$ cat config.mk
export PLATFORM = sky130hd
export DESIGN_NAME = step_atten_ctrl
export DESIGN_NICKNAME = d
export VERILOG_FILES = /design/src/rtl/sa_pkg.sv /design/src/rtl/sa_sync.sv /design/src/rtl/sa_shifter.sv /design/src/rtl/sa_hold_timer.sv /design/src/rtl/step_atten_ctrl.sv
export SDC_FILE = /design/constraint.sdc
export NUM_CORES = 1
export LEC_CHECK = 0
export CORE_ASPECT_RATIO = 1.25
export CORE_MARGIN = 3
export CORE_UTILIZATION = 49
export CTS_CLUSTER_DIAMETER = 30
export DETAILED_ROUTE_END_ITERATION = 16
export PLACE_DENSITY = 0.79
export SYNTH_ARGS = -nofsm -noshare
export SYNTH_HDL_FRONTEND = slang
export SYNTH_HIERARCHICAL = 1
export SYNTH_SLANG_ARGS = --single-unit
$ cat constraint.sdc
create_clock -name clk -period 1.1 [get_ports clk]
set_input_delay 0.33 -clock clk [delete_from_list [all_inputs] [get_ports clk]]
set_output_delay 0.33 -clock clk [all_outputs]
set_load 0.1 [all_outputs]
$ cat src/rtl/sa_pkg.sv
`timescale 1ns/1ps
package sa_pkg;
  typedef enum logic {
    MODE_PAR = 1'b0,
    MODE_SER = 1'b1
  } sa_mode_e;
endpackage

$ cat src/rtl/sa_sync.sv
`timescale 1ns/1ps
module sa_sync #(
  parameter int W      = 1,
  parameter int STAGES = 2
) (
  input  logic         clk,
  input  logic         rst_n,
  input  logic [W-1:0] d_i,
  output logic [W-1:0] q_o
);
  logic [W-1:0] stage_q [STAGES];

  genvar g;
  generate
    for (g = 0; g < STAGES; g++) begin : g_stage
      logic [W-1:0] src;
      if (g == 0) begin : g_first
        assign src = d_i;
      end else begin : g_rest
        assign src = stage_q[g-1];
      end
      always_ff @(posedge clk or negedge rst_n) begin
        if (!rst_n) stage_q[g] <= '0;
        else        stage_q[g] <= src;
      end
    end
  endgenerate

  assign q_o = stage_q[STAGES-1];
endmodule

$ cat src/rtl/sa_shifter.sv
`timescale 1ns/1ps
module sa_shifter #(
  parameter int FRAME_W = 16,
  parameter int KEEP_W  = 11
) (
  input  logic              clk,
  input  logic              rst_n,
  input  logic              shift_en,
  input  logic              bit_i,
  output logic [KEEP_W-1:0] frame_o
);
  logic [FRAME_W-1:0] sh_q, sh_d;

  always_comb begin
    sh_d = sh_q;
    if (shift_en) sh_d = {bit_i, sh_q[FRAME_W-1:1]};
  end

  always_ff @(posedge clk or negedge rst_n) begin
    if (!rst_n) sh_q <= '0;
    else        sh_q <= sh_d;
  end

  assign frame_o = sh_q[KEEP_W-1:0];
endmodule

$ cat src/rtl/sa_hold_timer.sv
`timescale 1ns/1ps
module sa_hold_timer #(
  parameter int HOLD_CYCLES = 16
) (
  input  logic clk,
  input  logic rst_n,
  output logic busy_o
);
  localparam int CNT_W = $clog2(HOLD_CYCLES + 1);
  localparam logic [CNT_W-1:0] LAST = CNT_W'(HOLD_CYCLES);

  logic [CNT_W-1:0] cnt_q, cnt_d;

  assign busy_o = (cnt_q != LAST);

  always_comb begin
    cnt_d = cnt_q;
    if (busy_o) cnt_d = cnt_q + 1'b1;
  end

  always_ff @(posedge clk or negedge rst_n) begin
    if (!rst_n) cnt_q <= '0;
    else        cnt_q <= cnt_d;
  end
endmodule

$ cat src/rtl/step_atten_ctrl.sv
`timescale 1ns/1ps
module step_atten_ctrl
  import sa_pkg::*;
#(
  parameter int CODE_W      = 5,
  parameter int WORD_W      = 8,
  parameter int ADDR_W      = 3,
  parameter int SYNC_STAGES = 2,
  parameter int HOLD_CYCLES = 16
) (
  input  logic              clk,
  input  logic              rst_n,
  input  logic              ser_mode_i,
  input  logic [CODE_W-1:0] par_code_i,
  input  logic              le_i,
  input  logic              sclk_i,
  input  logic              sdata_i,
  input  logic [ADDR_W-1:0] chip_addr_i,
  output logic [CODE_W-1:0] atten_o,
  output logic              frame_err_o
);
  localparam int FRAME_W = 2 * WORD_W;
  localparam int KEEP_W  = WORD_W + ADDR_W;
  localparam int PAD_W   = WORD_W - CODE_W;

  // internal reset: asserted asynchronously, released on the clock
  logic [1:0] rst_pipe_q;
  logic       rst_n_s;
  always_ff @(posedge clk or negedge rst_n) begin
    if (!rst_n) rst_pipe_q <= '0;
    else        rst_pipe_q <= {rst_pipe_q[0], 1'b1};
  end
  assign rst_n_s = rst_pipe_q[1];

  // synchronize strobe, serial clock and serial data
  logic le_s, sclk_s, sdata_s;
  sa_sync #(.W(3), .STAGES(SYNC_STAGES)) i_sync (
    .clk   (clk),
    .rst_n (rst_n_s),
    .d_i   ({le_i, sclk_i, sdata_i}),
    .q_o   ({le_s, sclk_s, sdata_s})
  );

  logic le_d, sclk_d;
  always_ff @(posedge clk or negedge rst_n_s) begin
    if (!rst_n_s) begin
      le_d   <= 1'b0;
      sclk_d <= 1'b0;
    end else begin
      le_d   <= le_s;
      sclk_d <= sclk_s;
    end
  end

  logic le_rise, sclk_rise;
  assign le_rise   = le_s & ~le_d;
  assign sclk_rise = sclk_s & ~sclk_d;

  logic [KEEP_W-1:0] frame;
  sa_shifter #(.FRAME_W(FRAME_W), .KEEP_W(KEEP_W)) i_shift (
    .clk      (clk),
    .rst_n    (rst_n_s),
    .shift_en (sclk_rise),
    .bit_i    (sdata_s),
    .frame_o  (frame)
  );

  logic pup_busy;
  sa_hold_timer #(.HOLD_CYCLES(HOLD_CYCLES)) i_hold (
    .clk    (clk),
    .rst_n  (rst_n_s),
    .busy_o (pup_busy)
  );

  logic addr_hit, pad_bad;
  assign addr_hit = (frame[WORD_W +: ADDR_W] == chip_addr_i);
  assign pad_bad  = |frame[CODE_W +: PAD_W];

  logic [CODE_W-1:0] atten_q, atten_d;
  logic              err_q, err_d;

  always_comb begin
    atten_d = atten_q;
    err_d   = err_q;
    if (!pup_busy) begin
      if (sa_mode_e'(ser_mode_i) == MODE_SER) begin
        if (le_rise && addr_hit) begin
          if (pad_bad) begin
            err_d = 1'b1;
          end else begin
            atten_d = frame[CODE_W-1:0];
            err_d   = 1'b0;
          end
        end
      end else if (le_s) begin
        atten_d = par_code_i;
      end
    end
  end

  always_ff @(posedge clk or negedge rst_n_s) begin
    if (!rst_n_s) begin
      atten_q <= '1;
      err_q   <= 1'b0;
    end else begin
      atten_q <= atten_d;
      err_q   <= err_d;
    end
  end

  assign atten_o     = atten_q;
  assign frame_err_o = err_q;
endmodule

==> impl_results.md <==
- Mux cell area share after synthesis: 0.213
- Vias in the first global route: 998
- Post-Syn Area: 0.00162 mm²
- Startpoint types: flip-flop
- WL per Instance: 15.7 µm
- Bufs and invs on worst path: 2
- Initial core utilization: 0.531
- Critical path peak fanout: 5
- WP data required: 1.38 ns
- Synth unique cells: 24
- Fin. Hold Viols: 0
- Synth Area in Simple Gates: 0.0594
- Worst reg2reg path startpoint: i_hold/cnt_q[1]
- Yosys top cell area share: 0.494
- Met1 wire length: 1170 µm
- Crit path from: i_hold/cnt_q[1]
- Drt drc: 0
- Flops & latches, synth: 37
- CTS Buf Count: 5
- Crit path time final: 1.88 ns
- Root Buffer: clkbuf_4
- Hold_buf cts: 0
- CTS tree: yes
- Post-synthesis compound-gate area fraction: 0.0185
- Pre-CTS setup slack: -0.875 ns
- RSZ-0062 raised after global routing: yes
- Number of diodes: 0
- Max Freq: 0.533 GHz
- CP max stage delay: 0.40 ns
- WL final: 2850 µm
- Maximum clock path buffer count: 2
- Number of synthesized flops with an enable pin: 0
- Die Wd: 57.5 µm
- Routability congestion estimate: 0.780
- DPL Wire Length: 1880 µm
- Worst path cell trace: inv_1 -> ha_2 -> and4bb_4 -> inv_4 -> or3b_4 -> o21ai_4 -> mux2_2
- Vias: 899
- Initial antenna violation count: 0
- Final setup violation count: 31
- Ys flop type: dfrtp_1
- Post-Synthesis Cells: 106
- Syn Area/Cell: 15.3 µm²
- H-tree depth: 2
- First-pass GRT wire length: 4840 µm
- Die Ht: 70.3 µm
- Placed Area: 0.00196 mm²
- Setup Skew: 0.00762 ns
- PD cells: 2190 mW/mm²
- Layout fillers: 202
- Post-Synth XOR/XNOR Area: 0.0324
- Finished Cell Area: 0.00215 mm²
- Pins Over Slew Limit: 0
- Cell family with most CP delay: simple AND/OR/NAND/NOR gates
- Boundary Pins: 20
- Synthesis-to-finish area growth: 32.8%
- Synth warn: 6
- Leading area contributor after synthesis: dfrtp_1
- GRT Util Overall: 0.163
- Clk Latency, worst-skew pair: 0.34 ns
- Syn_nets: 122
- Max-cap violations: 0
- Top cells by count, synth: dfrtp_1, mux2_2, buf_4, mux2_4, xnor2_1
- Clock-pin slew on the worst setup and hold paths: 0.11 ns
- Detail-routed via count per cell: 4.97
- Die area: 0.00404 mm²
- Layout cells sized above 1: 0.586
- WL met3: 109 µm
- Largest net degree at the start of global routing: 25
- Worst min path class: input port to async pin
- CP endpoint kind: flip-flop
- Final ANT Viol Nets: 0
- Largest cells by area after synthesis: dfrtp_1, mux2_2, mux2_4
- Final net count: 160
- Crit-path slowest cell: dfrtp_1
- Post-synthesis adder-cell area fraction: 0.0154
- Most numerous cell in the Yosys netlist: dfrtp_1
- Top routing layer in use: met4
- Sequential-to-total area share from yosys stat: 0.575
- Worst Path Arrival: 2.16 ns
- Critical path class: flip-flop to flip-flop
- VDD IR-drop max: 0.00163 V
- Final core occ: 0.705
- Buffers on Ports: 19
- Core Box Area: 0.00306 mm²
- Grt ovf: 0
- Clk sinks: 37
- Initial detailed-routing violation count: 15
- Final worst slack: -0.778 ns
- Outcome: finished with violations
- LEAKAGE: 0.979 nW
- Failing checks: negative setup slack
- Routed length on met2: 1530 µm
- Row count: 22
- Router iterations before antenna repair: 2
- Final Cycle Share: 1.71
- Async SR Flop Fraction: 1.00
- Combinational family with the most area after synthesis: multiplexers
flip-flops by register name (all words and copies together), names as in the netlist:
register / cells
i_shift/sh_q: 16
atten_o: 5
i_hold/cnt_q: 5
i_sync/g_stage.src: 3
i_sync/q_o: 3
rst_pipe_q: 2
frame_err_o: 1
le_d: 1
sclk_d: 1
layout by cell type, fill, tap and decap left out, types with 2 or more instances in the layout:
cell type / instances
dfrtp_1: 31
buf_4: 21
mux2_4: 18
clkdlybuf4s50_1: 13
mux2_2: 9
buf_12: 6
xnor2_1: 5
dfstp_4: 5
clkbuf_4: 5
buf_6: 5
clkinv_2: 2
inv_1: 2
nand2b_1: 2
where the power goes:
| group | switching, mW | leakage (nW) | internal [mW] |
|---|---|---|---|
| clock | 0.437 | 0.0310 | 0.241 |
| combinational | 0.907 | 0.501 | 1.04 |
| sequential | 0.304 | 0.447 | 1.79 |
| total | 1.65 | 0.979 | 3.07 |
stage by stage:
stage / TNS, ns / total power, mW / hold slack [ns] / std cells
after CTS: -7.95 / 4.72 / 0.116 / 178
after global placement: -5.12 / 3.84 / 0.183 / 167
final: -8.19 / 4.72 / 0.139 / 181
after floorplan: -4.64 / 3.41 / 0.0344 / 106
after detailed placement: -6.34 / 3.89 / 0.195 / 167
after global routing: -9.67 / 4.94 / 0.103 / 181
worst reg2reg max path, cell delays in order (launching register included):
cell      delay, ns
dfrtp_1        0.40
inv_1          0.06
ha_2           0.17
and4bb_4       0.27
inv_4          0.06
or3b_4         0.38
o21ai_4        0.11
mux2_2         0.37
worst paths after layout:
path	to	slack [ns]	cells past startpoint
hold / removal	rst_pipe_q[0]	0.14	1
setup / recovery	atten_o[1]	-0.78	7
setup reg to reg	atten_o[1]	-0.78	7
min in group clk	i_sync/q_o[2]	0.35	0
hold reg to reg	i_shift/sh_q[15]	0.20	1
max in group asynchronous	atten_o[3]	0.55	1
cell families after synthesis:
group                      after synthesis
muxes                                   27
AOI/OAI and AO/OA                        3
buffers and inverters                   17
and+or+nand+nor                         13
adders and majority gates                2
DFF                                     37
other                                    1
xor gates and xnor gates                 6
per-layer routing:
layer,up-vias,track usage
met2,21,0.259
met4,0,0.0696
met3,6,0.0555
met5,-,0
met1,448,0.198
li1,424,-
cell type report:
cell class / instances / area [µm²] / share of cell area
clock buffer: 5 / 37.5 / 0.0174
clock inverter: 3 / 17.5 / 0.00813
inverter: 3 / 13.8 / 0.00639
multi-input combinational: 52 / 623 / 0.289
sequential: 37 / 952 / 0.442
tap: 36 / 45.0 / 0.0209
timing repair buffer: 45 / 464 / 0.216
repair_timing:
item,in CTS,in global routing
gates cloned,1,0
gates resized for setup,19,5
endpoints found under the setup margin,30,31
setup buffers,2,3
pin swaps,1,2
Note: power is estimated with default switching activity, not from simulation.
